## src/rtl/ldr_pkg.sv

```systemverilog
package ldr_pkg;

    typedef enum logic [2:0] {
        ST_IDLE,
        ST_PICK,
        ST_MARK,
        ST_READ,
        ST_ECC,
        ST_NEXT,
        ST_DONE
    } ldr_state_e;

    localparam int SECT_SHIFT     = 9;      // 512-byte correction sectors
    localparam int PAR_BASE       = 6;      // first parity byte in spare area
    localparam int PAR_LEN        = 9;      // parity bytes per sector
    localparam int SMALL_MARK_COL = 5;      // marker column for 512-byte pages
    localparam int LARGE_MARK_COL = 0;      // marker column for larger pages
    localparam logic [7:0] MARK_GOOD = 8'hFF;

endpackage

```

## src/rtl/ldr_geom.sv

```systemverilog
module ldr_geom
    import ldr_pkg::*;
#(
    parameter int OFS_W   = 32,
    parameter int PAGE_W  = 24,
    parameter int CNT_W   = 16,
    parameter int SEL_W   = 2,
    parameter int COL_W   = 8,
    parameter int SEC_W   = 3,
    parameter int SHIFT_W = 4
) (
    input  logic [OFS_W-1:0]   offset,
    input  logic [OFS_W-1:0]   img_bytes,
    input  logic [SEL_W-1:0]   page_sel,
    output logic [PAGE_W-1:0]  first_page,
    output logic [CNT_W-1:0]   target_pages,
    output logic [SHIFT_W-1:0] page_shift,
    output logic [SEC_W-1:0]   last_sector,
    output logic [COL_W-1:0]   mark_col
);
    logic [OFS_W-1:0] page_full;
    logic [OFS_W-1:0] count_full;
    logic [SEC_W:0]   sector_count;

    always_comb begin
        page_shift   = SHIFT_W'(SECT_SHIFT) + SHIFT_W'(page_sel);
        page_full    = offset >> page_shift;
        count_full   = img_bytes >> page_shift;
        first_page   = page_full[PAGE_W-1:0];
        target_pages = count_full[CNT_W-1:0];
        sector_count = (SEC_W+1)'(1) << page_sel;
        last_sector  = SEC_W'(sector_count - (SEC_W+1)'(1));
        mark_col     = (page_sel == '0) ? COL_W'(SMALL_MARK_COL)
                                        : COL_W'(LARGE_MARK_COL);
    end
endmodule

```

## src/rtl/ldr_cursor.sv

```systemverilog
module ldr_cursor #(
    parameter int ADDR_W  = 32,
    parameter int PAGE_W  = 24,
    parameter int CNT_W   = 16,
    parameter int BSH_W   = 3,
    parameter int SHIFT_W = 4
) (
    input  logic               clk,
    input  logic               rst_n,
    input  logic               load,
    input  logic               skip_blk,
    input  logic               adv_page,
    input  logic [PAGE_W-1:0]  first_page,
    input  logic [ADDR_W-1:0]  dst_base,
    input  logic [SHIFT_W-1:0] page_shift,
    input  logic [BSH_W-1:0]   blk_shift,
    output logic [PAGE_W-1:0]  cur_page,
    output logic [ADDR_W-1:0]  cur_dst,
    output logic [CNT_W-1:0]   copied,
    output logic               blk_first
);
    logic [PAGE_W-1:0] blk_pages;
    logic [PAGE_W-1:0] blk_mask;

    always_comb begin
        blk_pages = PAGE_W'(1) << blk_shift;
        blk_mask  = blk_pages - PAGE_W'(1);
        blk_first = ((cur_page & blk_mask) == '0);
    end

    always_ff @(posedge clk or negedge rst_n) begin
        if (!rst_n) begin
            cur_page <= '0;
            cur_dst  <= '0;
            copied   <= '0;
        end else if (load) begin
            cur_page <= first_page;
            cur_dst  <= dst_base;
            copied   <= '0;
        end else if (skip_blk) begin
            cur_page <= cur_page + blk_pages;
        end else if (adv_page) begin
            cur_page <= cur_page + PAGE_W'(1);
            cur_dst  <= cur_dst + (ADDR_W'(1) << page_shift);
            copied   <= copied + CNT_W'(1);
        end
    end
endmodule

```

## src/rtl/ldr_sector.sv

```systemverilog
module ldr_sector
    import ldr_pkg::*;
#(
    parameter int ADDR_W = 32,
    parameter int SEC_W  = 3,
    parameter int COL_W  = 8
) (
    input  logic              clk,
    input  logic              rst_n,
    input  logic              clear,
    input  logic              step,
    input  logic [SEC_W-1:0]  last_idx,
    input  logic [ADDR_W-1:0] page_dst,
    output logic [SEC_W-1:0]  sec_idx,
    output logic [COL_W-1:0]  par_col,
    output logic [ADDR_W-1:0] sec_dst,
    output logic              sec_last
);
    always_ff @(posedge clk or negedge rst_n) begin
        if (!rst_n) begin
            sec_idx <= '0;
            par_col <= COL_W'(PAR_BASE);
        end else if (clear) begin
            sec_idx <= '0;
            par_col <= COL_W'(PAR_BASE);
        end else if (step) begin
            sec_idx <= sec_idx + SEC_W'(1);
            par_col <= par_col + COL_W'(PAR_LEN);
        end
    end

    always_comb begin
        sec_dst  = page_dst + (ADDR_W'(sec_idx) << SECT_SHIFT);
        sec_last = (sec_idx == last_idx);
    end
endmodule

```

## src/rtl/nand_image_loader.sv

```systemverilog
module nand_image_loader
    import ldr_pkg::*;
#(
    parameter int OFS_W  = 32,
    parameter int ADDR_W = 32,
    parameter int PAGE_W = 24,
    parameter int CNT_W  = 16,
    parameter int BSH_W  = 3,
    parameter int SEL_W  = 2,
    parameter int COL_W  = 8,
    localparam int SEC_W   = (1 << SEL_W) - 1,
    localparam int SHIFT_W = $clog2(SECT_SHIFT + (1 << SEL_W))
) (
    input  logic              clk,
    input  logic              rst_n,
    input  logic              start,
    input  logic [OFS_W-1:0]  offset,
    input  logic [OFS_W-1:0]  img_bytes,
    input  logic [ADDR_W-1:0] dst_base,
    input  logic [SEL_W-1:0]  page_sel,
    input  logic [BSH_W-1:0]  blk_shift,
    output logic              flash_ce,
    output logic              done,
    output logic              spr_req,
    output logic [PAGE_W-1:0] spr_page,
    output logic [COL_W-1:0]  spr_col,
    input  logic              spr_ack,
    input  logic [7:0]        spr_data,
    output logic              rd_req,
    output logic [PAGE_W-1:0] rd_page,
    output logic [ADDR_W-1:0] rd_dst,
    input  logic              rd_ack,
    output logic              ecc_req,
    output logic [SEC_W-1:0]  ecc_sector,
    output logic [COL_W-1:0]  ecc_par_col,
    output logic [ADDR_W-1:0] ecc_dst,
    input  logic              ecc_ack
);
    ldr_state_e state_q, state_d;

    logic [PAGE_W-1:0]  g_first_page;
    logic [CNT_W-1:0]   g_target;
    logic [SHIFT_W-1:0] g_shift;
    logic [SEC_W-1:0]   g_last;
    logic [COL_W-1:0]   g_mcol;

    logic [CNT_W-1:0]   target_q;
    logic [SHIFT_W-1:0] shift_q;
    logic [SEC_W-1:0]   last_q;
    logic [COL_W-1:0]   mcol_q;
    logic [BSH_W-1:0]   bsh_q;

    logic [PAGE_W-1:0]  cur_page;
    logic [ADDR_W-1:0]  cur_dst;
    logic [CNT_W-1:0]   copied;
    logic               blk_first;
    logic               sec_last;

    logic load, skip_blk, adv_page, sec_clear, sec_step, marker_bad;

    ldr_geom #(
        .OFS_W(OFS_W), .PAGE_W(PAGE_W), .CNT_W(CNT_W), .SEL_W(SEL_W),
        .COL_W(COL_W), .SEC_W(SEC_W), .SHIFT_W(SHIFT_W)
    ) geom_i (
        .offset(offset), .img_bytes(img_bytes), .page_sel(page_sel),
        .first_page(g_first_page), .target_pages(g_target),
        .page_shift(g_shift), .last_sector(g_last), .mark_col(g_mcol)
    );

    ldr_cursor #(
        .ADDR_W(ADDR_W), .PAGE_W(PAGE_W), .CNT_W(CNT_W),
        .BSH_W(BSH_W), .SHIFT_W(SHIFT_W)
    ) cursor_i (
        .clk(clk), .rst_n(rst_n), .load(load), .skip_blk(skip_blk),
        .adv_page(adv_page), .first_page(g_first_page), .dst_base(dst_base),
        .page_shift(shift_q), .blk_shift(bsh_q), .cur_page(cur_page),
        .cur_dst(cur_dst), .copied(copied), .blk_first(blk_first)
    );

    ldr_sector #(
        .ADDR_W(ADDR_W), .SEC_W(SEC_W), .COL_W(COL_W)
    ) sector_i (
        .clk(clk), .rst_n(rst_n), .clear(sec_clear), .step(sec_step),
        .last_idx(last_q), .page_dst(cur_dst), .sec_idx(ecc_sector),
        .par_col(ecc_par_col), .sec_dst(ecc_dst), .sec_last(sec_last)
    );

    // Configuration captured at start
    always_ff @(posedge clk or negedge rst_n) begin
        if (!rst_n) begin
            target_q <= '0;
            shift_q  <= '0;
            last_q   <= '0;
            mcol_q   <= '0;
            bsh_q    <= '0;
        end else if (load) begin
            target_q <= g_target;
            shift_q  <= g_shift;
            last_q   <= g_last;
            mcol_q   <= g_mcol;
            bsh_q    <= blk_shift;
        end
    end

    // State register
    always_ff @(posedge clk or negedge rst_n) begin
        if (!rst_n) state_q <= ST_IDLE;
        else        state_q <= state_d;
    end

    // Next state
    always_comb begin
        state_d = state_q;
        unique case (state_q)
            ST_IDLE: if (start) state_d = ST_PICK;
            ST_PICK: begin
                if (copied == target_q) state_d = ST_DONE;
                else if (blk_first)     state_d = ST_MARK;
                else                    state_d = ST_READ;
            end
            ST_MARK: if (spr_ack) state_d = marker_bad ? ST_PICK : ST_READ;
            ST_READ: if (rd_ack)  state_d = ST_ECC;
            ST_ECC:  if (ecc_ack && sec_last) state_d = ST_NEXT;
            ST_NEXT: state_d = ST_PICK;
            ST_DONE: if (start) state_d = ST_PICK;
            default: state_d = ST_IDLE;
        endcase
    end

    // Outputs and datapath strobes
    always_comb begin
        marker_bad = (spr_data != MARK_GOOD);
        load      = 1'b0;
        skip_blk  = 1'b0;
        adv_page  = 1'b0;
        sec_clear = 1'b0;
        sec_step  = 1'b0;
        spr_req   = 1'b0;
        rd_req    = 1'b0;
        ecc_req   = 1'b0;
        flash_ce  = 1'b1;
        done      = 1'b0;
        unique case (state_q)
            ST_IDLE: begin
                flash_ce = 1'b0;
                load     = start;
            end
            ST_PICK: ;
            ST_MARK: begin
                spr_req  = 1'b1;
                skip_blk = spr_ack && marker_bad;
            end
            ST_READ: begin
                rd_req    = 1'b1;
                sec_clear = 1'b1;
            end
            ST_ECC: begin
                ecc_req  = 1'b1;
                sec_step = ecc_ack && !sec_last;
            end
            ST_NEXT: adv_page = 1'b1;
            ST_DONE: begin
                flash_ce = 1'b0;
                done     = 1'b1;
                load     = start;
            end
            default: flash_ce = 1'b0;
        endcase
        spr_page = cur_page;
        spr_col  = mcol_q;
        rd_page  = cur_page;
        rd_dst   = cur_dst;
    end
endmodule

```

## config.mk

```make
export PLATFORM = sky130hd
export DESIGN_NAME = nand_image_loader
export DESIGN_NICKNAME = d
export VERILOG_FILES = /design/src/rtl/ldr_pkg.sv /design/src/rtl/ldr_geom.sv /design/src/rtl/ldr_cursor.sv /design/src/rtl/ldr_sector.sv /design/src/rtl/nand_image_loader.sv
export SDC_FILE = /design/constraint.sdc
export NUM_CORES = 1
export LEC_CHECK = 0
export BUFFER_PORTS_ARGS = -buffer_cell sky130_fd_sc_hd__buf_4
export CORE_MARGIN = 3
export CORE_UTILIZATION = 25
export DETAILED_ROUTE_END_ITERATION = 7
export GPL_TIMING_DRIVEN = 0
export PLACE_DENSITY = 0.56
export SYNTH_ARGS = -nofsm -noshare
export SYNTH_HDL_FRONTEND = slang
export SYNTH_SLANG_ARGS = --single-unit
```

## constraint.sdc

```tcl
create_clock -name clk -period 7.4 [get_ports clk]
set_clock_uncertainty 0.2 [all_clocks]
set_input_delay 0.74 -clock clk [delete_from_list [all_inputs] [get_ports clk]]
set_output_delay 0.74 -clock clk [all_outputs]
set_load 0.02 [all_outputs]
```

# After elaboration in Yosys (flattened, before gate mapping)
# Index checks and enable logic that the tools add are counted.
# op_classes
addsub	10
n_eq_ne	14
shift	5
n_mux	31
bitwise	1
n_reduce_logical	14
# op_table
operator	count
$mux W32	3
$mux W24	3
$mux W16	3
$add A32 B12 Y32	1
$add A32 B32 Y32	1
$shl A1 B4 Y32 const A	1
$shr A32 B4 Y16	1
$shr A32 B4 Y24	1
$add A24 B1 Y24 const B	1
$add A24 B24 Y24	1
$and A24 B24 Y24	1
$logic_not A24 Y1	1
$mux W3	8
$shl A1 B3 Y24 const A	1
$sub A24 B1 Y24 const B	1
$pmux W3 S6	1
$add A16 B1 Y16 const B	1
$eq A16 B16 Y1	1
$mux W8	2
$mux W1	10
$eq A3 B3 Y1 const B	3
$add A8 B4 Y8 const B	1
$ne A8 B8 Y1 const B	1
$eq A3 B2 Y1 const B	2
other kinds (19)	25
# word_totals
regBits	120
input_bits	115
output_inout_bits	136
wordCells	86

# Depth between registers and ports, before layout
# depth
depth_word	7
ltp_mapped	15
ltp_nobuf	13

# By module
# Synthesis repeated with hierarchy kept, for this count alone.
# hier_totals
cells_unflattened	1073
hier_area_um2	9691.8
# modules_own_cells
mod	instances	cells_each	area_each_um2	seq_area_each_um2
ldr_cursor	1	581	5007.3	1801.7
nand_image_loader	1	160	1929.4	925.9
ldr_geom	1	209	1675.4	0.0
ldr_sector	1	123	1079.8	277.8

# Least setup slack after synthesis
# No wires, ideal clock.
# synth_path
kind	in2reg
start	input spr_data[6]
end	register cursor_i.cur_page[18]
setup_ns	0.133
arrival_ns	3.109
required_ns	7.067
slack_ns	3.958
stages	14
path_buffers	1
cell_sequence	nand4_1 -> o211a_4 -> o31ai_1 -> ha_1 -> inv_1 -> fa_1 -> nor2b_1 -> o21ai_0 -> a21boi_0 -> o21bai_1 -> or2_1 -> buf_2 -> o311ai_1 -> nand3_1
# synth_via
elab_chain_cells	5
word_cells_on_any_way	6
classes_between	eq/ne (1); mux (3); reduce/logical (2)
# synth_lines
element	line_no	rtl
start, declared	nand_image_loader.sv:28	input logic [7:0] spr_data,
$ne A8 B8 Y1 *	nand_image_loader.sv:132	marker_bad = (spr_data != MARK_GOOD);
$logic_and A1 B1 Y1 *	nand_image_loader.sv:151	skip_blk = spr_ack && marker_bad;
$mux W1 *	nand_image_loader.sv:143	unique case (state_q)
$mux W24	ldr_cursor.sv:40	end else if (skip_blk) begin
$mux W24	ldr_cursor.sv:36	end else if (load) begin
end signal, assigned	ldr_cursor.sv:37	cur_page <= first_page;
end signal, assigned	ldr_cursor.sv:41	cur_page <= cur_page + blk_pages;
end signal, assigned	ldr_cursor.sv:43	cur_page <= cur_page + PAGE_W'(1);
end, declared	ldr_cursor.sv:17	output logic [PAGE_W-1:0] cur_page,
# Every way passes the cells marked *; elsewhere a longest branch is shown, timed or not.
# A chain may end at the register's enable or synchronous reset.

# Final worst setup path
# layout_path
start	register sector_i.sec_idx[0]
end	output ecc_dst[31]
# layout_via
elab_chain_cells	1
# layout_lines
element	line_no	rtl
start, declared	ldr_sector.sv:14	output logic [SEC_W-1:0] sec_idx,
start signal, assigned	ldr_sector.sv:27	sec_idx <= sec_idx + SEC_W'(1);
$add A32 B12 Y32	ldr_sector.sv:33	sec_dst = page_dst + (ADDR_W'(sec_idx) << SECT_SHIFT);
end, declared	nand_image_loader.sv:36	output logic [ADDR_W-1:0] ecc_dst,
# Every way passes these cells.

==> reports/metrics.csv <==
stage;metric;value;unit
global_route;grt_first_pass_wirelength;53200;µm
synth;yosysTopAreaCell;dfrtp_1;
setup_path;cp-startpoint;sector_i.sec_idx[0];
clocking;cts_sinks;112;
drt;drtIter0Drc;625;
outcome;status;complete, no violations;
timing;maxSlewViolCount;0;
synth;synthFlopType;dfrtp_1;
floorplanning;boundaryPins;251;
global_route;overflow;0;
cells_and_area;nFillCells;3850;
drt;wl;34500;µm
cells_and_area;final_core_util;0.329;
timing;min_period;3.91;ns
synth;syn_area;9130;µm²
power;power_switching_share;0.494;
cells_and_area;drive_above_1_share;0.263;
min_path;min_path_type;in -> async;
drt;dr.pass1.iters;5;
global_route;grt_max_degree;76;
clocking;clockBufferDepth;2;
power;cellLeakagePower;5.35;nW
timing;setup_viol;0;
synth;synth.area.top_cells;dfrtp_1 30%, nand2_1 6.2%, xnor2_1 5.1%;
synth;synth_edf_count;0;
timing;relSlewSlack;0.490;
clocking;clk_latency;0.37;ns
global_route;antenna_found_initial;1;
setup_path;critPathKind;reg -> out;
cells_and_area;fin_cells;1818;
floorplanning;core;35700;µm²
setup_path;r2r_end;cursor_i.cur_page[18];
power;seq_power_share;0.272;
power;p_int;2.20;mW
setup_path;reg2reg_depth;12;
clocking;cts-htree-levels;3;
setup_path;cp.required;6.46;ns
drt;wire_per_inst;19.0;µm
synth;ys_types;76;
cells_and_area;antenna_cells;0;
drt;postRouteAntennaNets;0;
cells_and_area;area_growth;28.8;%
placement;io_buffers;227;
power;power_frac_clock;0.119;
power;pwr_density_cell;370;nW/µm²
synth;ys_ff_latch;112;
clocking;cts_resized;0;
synth;synth_top_area_share;0.301;
power;p_sw;2.15;mW
timing;worstMarginPinSlew;0.759;ns
floorplanning;chipWidth;197;µm
floorplanning;die_y;197;µm
timing;hold_viol;0;
floorplanning;die_area;38800;µm²
global_route;grt_pass1_vias;8919;
drt;num_vias;9026;
power;ir_drop;0.198;mV
timing;finalCritPeriodShare;0.528;
cells_and_area;regArea;2810;µm²
clocking;cts-root-buf;clkbuf_16;
clocking;cts_tree;yes;
setup_path;path_max_fanout;5;
setup_path;r2r_start;state_q[2];
clocking;postCtsSetupRepairBufs;0;
timing;tns;0;ns
setup_path;end_kind;output pin;
cells_and_area;multi_input_area;5660;µm²
clocking;postCtsHoldBufs;0;
global_route;grt_use_total;0.174;
setup_path;regToRegSetupSlack;3.67;ns
placement;dpl.cell_count;1802;
setup_path;start_kind;flop;
synth;yosys_warnings;0;
flow_run;cap_violations;0;
synth;syn_avg_cell_area;8.24;µm²
power;comb_power_share;0.609;
setup_path;arrival;2.97;ns
synth;async_reset_ff_frac;1.00;
synth;seq_area_frac_synth;0.307;
timing;rsz0062_at_grt;false;
clocking;cts-buffers-inserted;9;
drt;drc;0;
placement;gp_congestion;0.909;
floorplanning;initial_core_util;0.255;
timing;max_freq;0.256;GHz
cells_and_area;nNetsFinal;1505;
power;power;4.35;mW
drt;drt-vias-per-instance;4.96;
placement;hpwl;27200;µm
floorplanning;rows;69;
synth;synth_cells;1108;
clocking;clk_pin_slew;0.09;ns
==> power groups by stage <==
stage	clock network, mW	registers (mW)	logic [mW]
3_3_place_gp	0	1.19	2.63
3_5_place_dp	0	1.20	2.65
2_1_floorplan	0	1.26	1.51
6_report	0.516	1.18	2.65
5_1_grt	0.548	1.22	2.89
4_1_cts	0.530	1.19	2.66
==> Yosys cell counts, types with 17 or more instances <==
cell      count
buf_2        28
and3_1       23
ha_1         35
inv_1        25
nand3_1      29
a211oi_1     17
xor2_1       38
buf_4        42
mux2i_1      42
a21oi_1      77
nor2_1      105
xnor2_1      53
o21ai_0      71
clkbuf_1     25
nand2_1     150
dfrtp_1     110
nor3_1       26
==> state kept, by name (all words and copies together), names as in the netlist <==
signal / cells
spr_col: 1
last_q: 3
cursor_i.copied: 16
cursor_i.cur_page: 24
state_q: 3
sector_i.par_col: 8
sector_i.sec_idx: 3
target_q: 16
shift_q: 3
bsh_q: 3
cursor_i.cur_dst: 32
==> per-stage QoR <==
step                worst slack [ns]  hold WS [ns]  area [µm²]
floorplan                       3.96         0.244        9150
global placement                3.26         0.290       11400
detailed placement              3.28         0.297       11500
CTS                             3.46        0.0799       11800
global route                    3.25        0.0951       11800
finish                          3.49        0.0590       11800
==> cells in the final DEF, fill, tap and decap left out, drive strengths merged, types with 23 or more instances in the layout <==
cell    instances
inv            30
clkbuf         35
nand2         150
mux2i          42
dfrtp         110
nor3           27
xor2           38
o21ai          76
and3           23
ha             35
a21oi          77
buf           305
nand3          29
xnor2          53
nor2          106
==> routing by layer <==
layer | up-vias | wire length [µm] | global-route usage
li1 | 4349 | - | -
met1 | 4343 | 16400 | 0.250
met2 | 308 | 15900 | 0.284
met3 | 22 | 1820 | 0.0249
met4 | 4 | 314 | 0.0280
met5 | - | 63 | 0
==> worst max-delay path by stage <==
stage | endpoint | depth (start not counted)
2_1_floorplan | cursor_i.cur_page[18] | 14
3_3_place_gp | cursor_i.cur_page[0] | 13
3_5_place_dp | cursor_i.cur_page[0] | 13
4_1_cts | ecc_dst[31] | 11
5_1_grt | ecc_dst[31] | 11
6_report | ecc_dst[31] | 11
==> worst max-delay path, stage by stage (launching register included) <==
cell,delay (ns)
dfrtp_1,0.52
ha_1,0.23
inv_1,0.06
fa_1,0.40
inv_1,0.07
a21oi_1,0.12
nor2_1,0.22
nand3_1,0.21
nor2_1,0.24
nand4_1,0.18
xnor2_1,0.20
buf_4,0.17
==> cell families (layout without fill, tap and decap cells) <==
logic type | after synthesis | in the layout | synth area share
other cells | 1 | 6 | 0.000411
fa+ha+maj | 38 | 38 | 0.0545
compound gates | 253 | 253 | 0.174
xor+xnor | 91 | 91 | 0.0873
mux | 62 | 62 | 0.0830
buf+inv | 129 | 373 | 0.0751
simple gates | 422 | 422 | 0.218
flops | 112 | 112 | 0.307
==> layout make-up <==
cell class,instances,area share
inverter,26,0.00830
clock buffer,9,0.0192
tap,461,0.0491
sequential,112,0.239
timing repair buffer,228,0.148
buffer,103,0.0500
multi-input combinational,872,0.481
clock inverter,7,0.00607
Note: power is estimated with default switching activity, not from simulation.
